<file path="config.mk">
export PLATFORM = sky130hd
export DESIGN_NAME = acfg_ctrl
export DESIGN_NICKNAME = d
export VERILOG_FILES = /design/src/rtl/acfg_pkg.sv /design/src/rtl/acfg_subkeys.sv /design/src/rtl/acfg_ctr.sv /design/src/rtl/acfg_wrport.sv /design/src/rtl/acfg_ctrl.sv
export SDC_FILE = /design/constraint.sdc
export NUM_CORES = 2
export LEC_CHECK = 0
export BUFFER_PORTS_ARGS = -buffer_cell sky130_fd_sc_hd__buf_2
export CAP_MARGIN = 20
export CORE_UTILIZATION = 33
export CTS_BUF_LIST = sky130_fd_sc_hd__clkbuf_8
export CTS_CLUSTER_DIAMETER = 60
export DETAILED_ROUTE_END_ITERATION = 16
export GPL_ROUTABILITY_DRIVEN = 0
export PLACE_DENSITY = 0.48
export SYNTH_ARGS = -nofsm -noshare
export SYNTH_HDL_FRONTEND = slang
export SYNTH_HIERARCHICAL = 1
export SYNTH_SLANG_ARGS = --single-unit
</file>
<file path="constraint.sdc">
create_clock -name clk -period 6.3 [get_ports clk]
set_input_delay 1.26 -clock clk [delete_from_list [all_inputs] [get_ports clk]]
set_output_delay 1.26 -clock clk [all_outputs]
set_load 0.01 [all_outputs]
</file>
<file path="src/rtl/acfg_pkg.sv">
// Shared types and helpers for the authenticated configuration controller.
// Assumes a 128-bit block cipher (the CMAC reduction constant is 0x87).
package acfg_pkg;

    localparam int BLK_W = 128;

    // Stream block kinds; the code values are part of the external contract.
    typedef enum logic [2:0] {
        KIND_HDR  = 3'd0,
        KIND_BODY = 3'd1,
        KIND_FTR  = 3'd2,
        KIND_TAG  = 3'd3,
        KIND_BOOT = 3'd4
    } blk_kind_e;

    // Sequencer states.
    typedef enum logic [2:0] {
        ST_SUBKEY,
        ST_IDLE,
        ST_KSTREAM,
        ST_ABSORB,
        ST_FINAL,
        ST_DONE
    } seq_st_e;

    // Padding block for an empty CMAC message: a single 1 then zeros.
    localparam logic [BLK_W-1:0] PAD_EMPTY = {1'b1, {(BLK_W-1){1'b0}}};

    // Multiply by x in GF(2^128) for subkey derivation.
    function automatic logic [BLK_W-1:0] gf_dbl(input logic [BLK_W-1:0] v);
        return {v[BLK_W-2:0], 1'b0} ^ (v[BLK_W-1] ? BLK_W'(8'h87) : '0);
    endfunction

endpackage

</file>
<file path="src/rtl/acfg_subkeys.sv">
// Holds the two CMAC subkeys derived from L = E(k, 0).
// Assumes load is pulsed once, when the subkey cipher result arrives.
module acfg_subkeys
    import acfg_pkg::*;
(
    input  logic             clk,
    input  logic             rst_n,
    input  logic             load,
    input  logic [BLK_W-1:0] l_val,
    output logic [BLK_W-1:0] k1,
    output logic [BLK_W-1:0] k2
);

    logic [BLK_W-1:0] k1_next;

    assign k1_next = gf_dbl(l_val);

    // Capture both subkeys from the zero-block encryption.
    always_ff @(posedge clk) begin
        if (!rst_n) begin
            k1 <= '0;
            k2 <= '0;
        end else if (load) begin
            k1 <= k1_next;
            k2 <= gf_dbl(k1_next);
        end
    end

endmodule

</file>
<file path="src/rtl/acfg_ctr.sv">
// Counter-mode block counter: loaded once from the header, stepped per body block.
// Assumes load and inc are never high together.
module acfg_ctr #(
    parameter int W = 128
) (
    input  logic         clk,
    input  logic         rst_n,
    input  logic         load,
    input  logic [W-1:0] load_val,
    input  logic         inc,
    output logic [W-1:0] value
);

    // Load the initial count or advance by one.
    always_ff @(posedge clk) begin
        if (!rst_n)    value <= '0;
        else if (load) value <= load_val;
        else if (inc)  value <= value + W'(1);
    end

endmodule

</file>
<file path="src/rtl/acfg_wrport.sv">
// Registered configuration-memory write port with an auto-incrementing address.
// Assumes one write request per recovered body block; the address starts at zero.
module acfg_wrport
    import acfg_pkg::*;
#(
    parameter int ADDR_W = 16
) (
    input  logic              clk,
    input  logic              rst_n,
    input  logic              wr,
    input  logic [BLK_W-1:0]  wdata,
    output logic              mem_we,
    output logic [ADDR_W-1:0] mem_addr,
    output logic [BLK_W-1:0]  mem_data
);

    logic [ADDR_W-1:0] next_addr;

    // Register the write and advance the address after each one.
    always_ff @(posedge clk) begin
        if (!rst_n) begin
            mem_we    <= 1'b0;
            mem_addr  <= '0;
            mem_data  <= '0;
            next_addr <= '0;
        end else begin
            mem_we <= wr;
            if (wr) begin
                mem_addr  <= next_addr;
                mem_data  <= wdata;
                next_addr <= next_addr + ADDR_W'(1);
            end
        end
    end

endmodule

</file>
<file path="src/rtl/acfg_ctrl.sv">
// Authenticated configuration controller: a CMAC over header, body and footer blocks,
// counter-mode decryption of the body, a tag check, then boot release or memory clear.
// The last authenticated item is held back one block, so the tag block itself marks
// where the message ends. Assumes keys and modes are stable from reset to done, and
// that the external forward cipher acknowledges each request once, for one cycle.
module acfg_ctrl
    import acfg_pkg::*;
#(
    parameter int ADDR_W = 16
) (
    input  logic              clk,
    input  logic              rst_n,
    input  logic              auth_en,
    input  logic              mac_first,
    input  logic [BLK_W-1:0]  auth_key,
    input  logic [BLK_W-1:0]  dec_key,
    input  logic              in_valid,
    input  logic [2:0]        in_kind,
    input  logic [BLK_W-1:0]  in_data,
    output logic              in_ready,
    output logic              ciph_req,
    output logic [BLK_W-1:0]  ciph_key,
    output logic [BLK_W-1:0]  ciph_din,
    input  logic              ciph_ack,
    input  logic [BLK_W-1:0]  ciph_dout,
    output logic              mem_we,
    output logic [ADDR_W-1:0] mem_addr,
    output logic [BLK_W-1:0]  mem_data,
    output logic              mem_clr,
    output logic              boot_valid,
    output logic [BLK_W-1:0]  boot_data,
    output logic              done,
    output logic              pass,
    output logic              busy
);

    seq_st_e          state;
    blk_kind_e        kind;
    logic [BLK_W-1:0] akey_eff;
    logic [BLK_W-1:0] chain_q;
    logic [BLK_W-1:0] pend_q;
    logic             pend_v;
    logic [BLK_W-1:0] item_q;
    logic [BLK_W-1:0] tag_q;
    logic             hdr_seen;
    logic [BLK_W-1:0] k1, k2;
    logic [BLK_W-1:0] ctr_val;
    logic             ctr_load, ctr_inc;
    logic [BLK_W-1:0] plain;
    logic [BLK_W-1:0] body_item;
    logic             accept;

    assign kind      = blk_kind_e'(in_kind);
    assign akey_eff  = auth_en ? auth_key : '0;
    assign in_ready  = (state == ST_IDLE) || (state == ST_DONE);
    assign accept    = in_valid && in_ready;
    assign busy      = (state != ST_DONE);
    assign plain     = item_q ^ ciph_dout;
    assign body_item = mac_first ? plain : item_q;
    assign ctr_load  = accept && (state == ST_IDLE) && (kind == KIND_HDR) && !hdr_seen;
    assign ctr_inc   = (state == ST_KSTREAM) && ciph_ack;

    acfg_subkeys u_subkeys (
        .clk   (clk),
        .rst_n (rst_n),
        .load  ((state == ST_SUBKEY) && ciph_ack),
        .l_val (ciph_dout),
        .k1    (k1),
        .k2    (k2)
    );

    acfg_ctr #(.W(BLK_W)) u_ctr (
        .clk      (clk),
        .rst_n    (rst_n),
        .load     (ctr_load),
        .load_val (in_data),
        .inc      (ctr_inc),
        .value    (ctr_val)
    );

    acfg_wrport #(.ADDR_W(ADDR_W)) u_wr (
        .clk      (clk),
        .rst_n    (rst_n),
        .wr       (ctr_inc),
        .wdata    (plain),
        .mem_we   (mem_we),
        .mem_addr (mem_addr),
        .mem_data (mem_data)
    );

    // Drive the shared cipher request from the current state.
    always_comb begin
        ciph_req = 1'b0;
        ciph_key = akey_eff;
        ciph_din = '0;
        unique case (state)
            ST_SUBKEY: ciph_req = 1'b1;
            ST_KSTREAM: begin
                ciph_req = 1'b1;
                ciph_key = dec_key;
                ciph_din = ctr_val;
            end
            ST_ABSORB: begin
                ciph_req = 1'b1;
                ciph_din = chain_q ^ pend_q;
            end
            ST_FINAL: begin
                ciph_req = 1'b1;
                ciph_din = pend_v ? (chain_q ^ pend_q ^ k1) : (chain_q ^ PAD_EMPTY ^ k2);
            end
            default: ;
        endcase
    end

    // Sequence the stream: absorb, decrypt, finalise, then release boot data.
    always_ff @(posedge clk) begin
        if (!rst_n) begin
            state      <= ST_SUBKEY;
            chain_q    <= '0;
            pend_q     <= '0;
            pend_v     <= 1'b0;
            item_q     <= '0;
            tag_q      <= '0;
            hdr_seen   <= 1'b0;
            pass       <= 1'b0;
            done       <= 1'b0;
            mem_clr    <= 1'b0;
            boot_valid <= 1'b0;
            boot_data  <= '0;
        end else begin
            done       <= 1'b0;
            mem_clr    <= 1'b0;
            boot_valid <= 1'b0;
            unique case (state)
                ST_SUBKEY: if (ciph_ack) state <= ST_IDLE;
                ST_IDLE: if (in_valid) begin
                    case (kind)
                        KIND_HDR, KIND_FTR: begin
                            if (kind == KIND_HDR) hdr_seen <= 1'b1;
                            item_q <= in_data;
                            if (pend_v) state <= ST_ABSORB;
                            else begin
                                pend_q <= in_data;
                                pend_v <= 1'b1;
                            end
                        end
                        KIND_BODY: begin
                            item_q <= in_data;
                            state  <= ST_KSTREAM;
                        end
                        KIND_TAG: begin
                            tag_q <= in_data;
                            state <= ST_FINAL;
                        end
                        default: ;
                    endcase
                end
                ST_KSTREAM: if (ciph_ack) begin
                    if (pend_v) begin
                        item_q <= body_item;
                        state  <= ST_ABSORB;
                    end else begin
                        pend_q <= body_item;
                        pend_v <= 1'b1;
                        state  <= ST_IDLE;
                    end
                end
                ST_ABSORB: if (ciph_ack) begin
                    chain_q <= ciph_dout;
                    pend_q  <= item_q;
                    state   <= ST_IDLE;
                end
                ST_FINAL: if (ciph_ack) begin
                    done    <= 1'b1;
                    pass    <= (ciph_dout == tag_q);
                    mem_clr <= (ciph_dout != tag_q);
                    state   <= ST_DONE;
                end
                ST_DONE: if (in_valid && (kind == KIND_BOOT) && pass) begin
                    boot_valid <= 1'b1;
                    boot_data  <= in_data;
                end
                default: state <= ST_SUBKEY;
            endcase
        end
    end

    // a request is held, with key and data steady, until acknowledged.
    p_req_hold_r11: assert property (@(posedge clk) disable iff (!rst_n)
        ciph_req && !ciph_ack |=> ciph_req && $stable(ciph_din) && $stable(ciph_key));

    // an acknowledge only ever answers an open request (input contract).
    p_ack_in_req_r11: assert property (@(posedge clk) disable iff (!rst_n)
        ciph_ack |-> ciph_req);

    // the completion strobe lasts one cycle.
    p_done_pulse_r7: assert property (@(posedge clk) disable iff (!rst_n)
        done |=> !done);

    // a memory clear only accompanies a failed comparison.
    p_clr_on_fail_r8: assert property (@(posedge clk) disable iff (!rst_n)
        mem_clr |-> done && !pass);

    // boot data is released only after a successful check.
    p_boot_gated_r9: assert property (@(posedge clk) disable iff (!rst_n)
        boot_valid |-> pass && !busy);

    // once finished, no writes and no cipher traffic.
    p_quiet_after_done_r10: assert property (@(posedge clk) disable iff (!rst_n)
        !busy |-> !mem_we && !ciph_req);

endmodule

</file>
==> results.yml <==
run_status:
  status: "finished with violations"
  violations: "antenna violations"
yosys:
  ys.flop_type: "dfxtp_1"
  synth_top_area_frac: 0.352
  yosys-top-cells-count: "nand2_1, dfxtp_1, nor2_1"
  synth_area_sq_um: 60800
  synth_area_leader_cell: "dfxtp_1"
  synth_edf_count: 0
  synthCells: 7759
  yosys_warnings: 6
  synth_area_leaders: "dfxtp_1, nand2_1, xnor2_1, xor2_1, mux2i_1"
  synth_area_per_cell_sq_um: 7.84
  synth.distinct_cells: 68
  seq_area_frac_synth: 0.352
  yosysMostFrequentCell: "nand2_1"
  postSynthNetCount: 8282
  async_flop_share: 0
  ys_seq_elements: 1069
min_path:
  hold_end: "boot_data[8]"
  min-delay-path-class: "register to register"
  hold_path_depth: 2
  min_from: "boot_data[8]"
pwr:
  leakage_uw: 0.0269
  fin_total_pwr_uw: 22100
  vdd_drop_max_v: 0.000284
  powerDensity_nw_per_um2: 315
drt:
  drc: 0
  viasPerCell: 5.45
  drt_pass1_iterations: 8
  drtIter0Drc: 5920
  wl_per_cell_microns: 26.8
  vias: 59600
  drt-total-wl_mm: 294
  drtAntennaViolNets: 1
placed_design:
  placed_area_sq_um: 65900
  port_buffers: 1056
  dp_hpwl_mm: 216
layout:
  layout.nets: 8791
  design_area_sq_um: 70100
  syn2layout_area_growth_pct: 15.3
  drive_gt1_frac: 0.175
critical_path:
  worstRegToRegCells: 8
  crit_arrival_ns: 3.86
  end_kind: "output port"
  critPathRequiredTime_ns: 5.04
  r2r-start: "state[1]"
  critPathKind: "register to output port"
  start_kind: "register"
  reg2reg_setup_slack_ns: 1.79
  r2r-end: "u_ctr/value[124]"
  cp_max_fo: 53
global_route:
  antenna_found_initial: 82
  grt_pass1_wl_mm: 410
  track_usage: 0.303
  grt_pass1_vias: 53800
  grt_max_degree: 176
  overflow: 0
cts:
  cts_setup_buffers: 0
  clockBufferDepth: 3
  cts_made_buffers: 202
  cts_root_buf: "clkbuf_8"
  cts_tree: "yes"
  htreeDepth: 4
  ctsHoldBuffers: 0
  cts.repair.resized: 0
  clk_pin_slew_ns: 0.06
  cts_num_sinks: 1069
  insertion_delay_ns: 1.01
timing:
  clock.fmax_ghz: 0.195
  setup_viol: 0
  tns_ns: 0
  hold_viol_final: 0
  fin_crit_ns: 5.12
  period_share: 0.812
  slew_headroom: 0.183
  drv_slew: 0
  finClkSkew_ns: 0.0655
  rsz0062_at_grt: "false"
  worst_pin_slew_ns: 1.21
die:
  initial_core_util: 0.332
  core_area_sq_um: 183000
  die_w_microns: 431
  io_pins: 1057
  rows: 157
  fp.dieArea_sq_um: 186000
  die_h_microns: 431
flow_run:
  drv_cap: 0
metrics by stage:
stage / hold slack [ns] / setup WS [ns] / utilization / instances
2_1_floorplan: 0.441 / 2.42 / - / 7759
3_3_place_gp: 0.439 / 1.45 / 0.360 / 10500
3_5_place_dp: 0.442 / 1.40 / 0.360 / 10500
4_1_cts: 0.450 / 1.08 / 0.382 / 10900
5_1_grt: 0.470 / 1.04 / 0.383 / 10900
6_report: 0.449 / 1.18 / 0.383 / 10900
worst max-delay path by stage:
| stage | start | endpoint | slack [ns] |
|---|---|---|---|
| floorplan | ciph_ack | u_ctr/value[108] | 2.42 |
| global placement | ciph_ack | u_ctr/value[124] | 1.45 |
| detailed placement | ciph_ack | u_ctr/value[124] | 1.40 |
| CTS | state[0] | ciph_din[59] | 1.08 |
| global route | state[0] | ciph_din[104] | 1.04 |
| finish | state[0] | ciph_din[104] | 1.18 |
flip-flops by register name (all words and copies together), names as in the netlist, 16 cells and up:
name	flops
tag_q	128
u_wr/mem_data	128
boot_data	128
u_wr/mem_addr	16
chain_q	128
pend_q	128
u_wr/next_addr	16
item_q	128
u_ctr/value	128
u_subkeys/k1	127
layer usage:
layer / vias to the layer above / share of wire / track usage
met5: - / 0.0020 / 0.00625
met4: 26 / 0.052 / 0.142
met3: 700 / 0.088 / 0.0862
met2: 2807 / 0.44 / 0.468
met1: 28700 / 0.42 / 0.386
li1: 27400 / - / -
power by group:
group	leakage [uW]	internal, uW	switching (uW)	total (uW)
sequential	0.00865	7360	730	8090
clock	0.00239	3710	3370	7080
combinational	0.0158	2520	4420	6940
logic make-up after synthesis:
group / Yosys count / share of synthesized area
simple gates: 2897 / 0.203
compound gates: 1781 / 0.199
flops: 1069 / 0.352
xor+xnor: 889 / 0.128
buf+inv: 845 / 0.0713
mux: 276 / 0.0454
fa+ha+maj: 2 / 0.000411
critical path, cell delays in order (launching register included):
cell,delay (ns)
dfxtp_1,0.84
nor2_1,0.20
nand2_4,0.73
buf_4,0.54
o22ai_1,0.29
buf_2,0.25
area by class of cell:
cell class | instances | area [sq um]
Antenna cell | 55 | 138
Tap cell | 2464 | 3080
Timing Repair Buffer | 1128 | 6100
Inverter | 22 | 100
Multi-Input combinational cell | 5845 | 35200
Fill cell | 19300 | 113000
Clock inverter | 107 | 626
Clock buffer | 253 | 3480
Sequential cell | 1069 | 21400
cell usage in the layout (no fill, tap or decap), drive strengths merged, types with 4 or more instances in the layout:
master  netlist  layout
and4          7       7
mux2i       276     276
or4          16      16
xor2        428     428
o31a          4       4
and2         18      18
xnor2       461     461
o21ai       217     217
nand3        74      74
dfxtp      1069    1069
a31oi       133     133
nor2b       126     126
nand4       123     123
a211o       130     130
inv          21     104
or2           6       6
nand2      1557    1557
a21oi       457     457
o31ai         8       8
diode         0      55
o21a          6       6
nand2b       25      25
nor4        117     117
nor3         65      65
buf         391    1126
or3           8       8
o221a       128     128
nor2        733     733
o22ai       129     129
o211a        41      41
clkinv        1      22
clkbuf      432     255
o311a         7       7
nor3b         4       4
a21boi      513     513
and3         10      10
(Power assumes the default switching activity.)
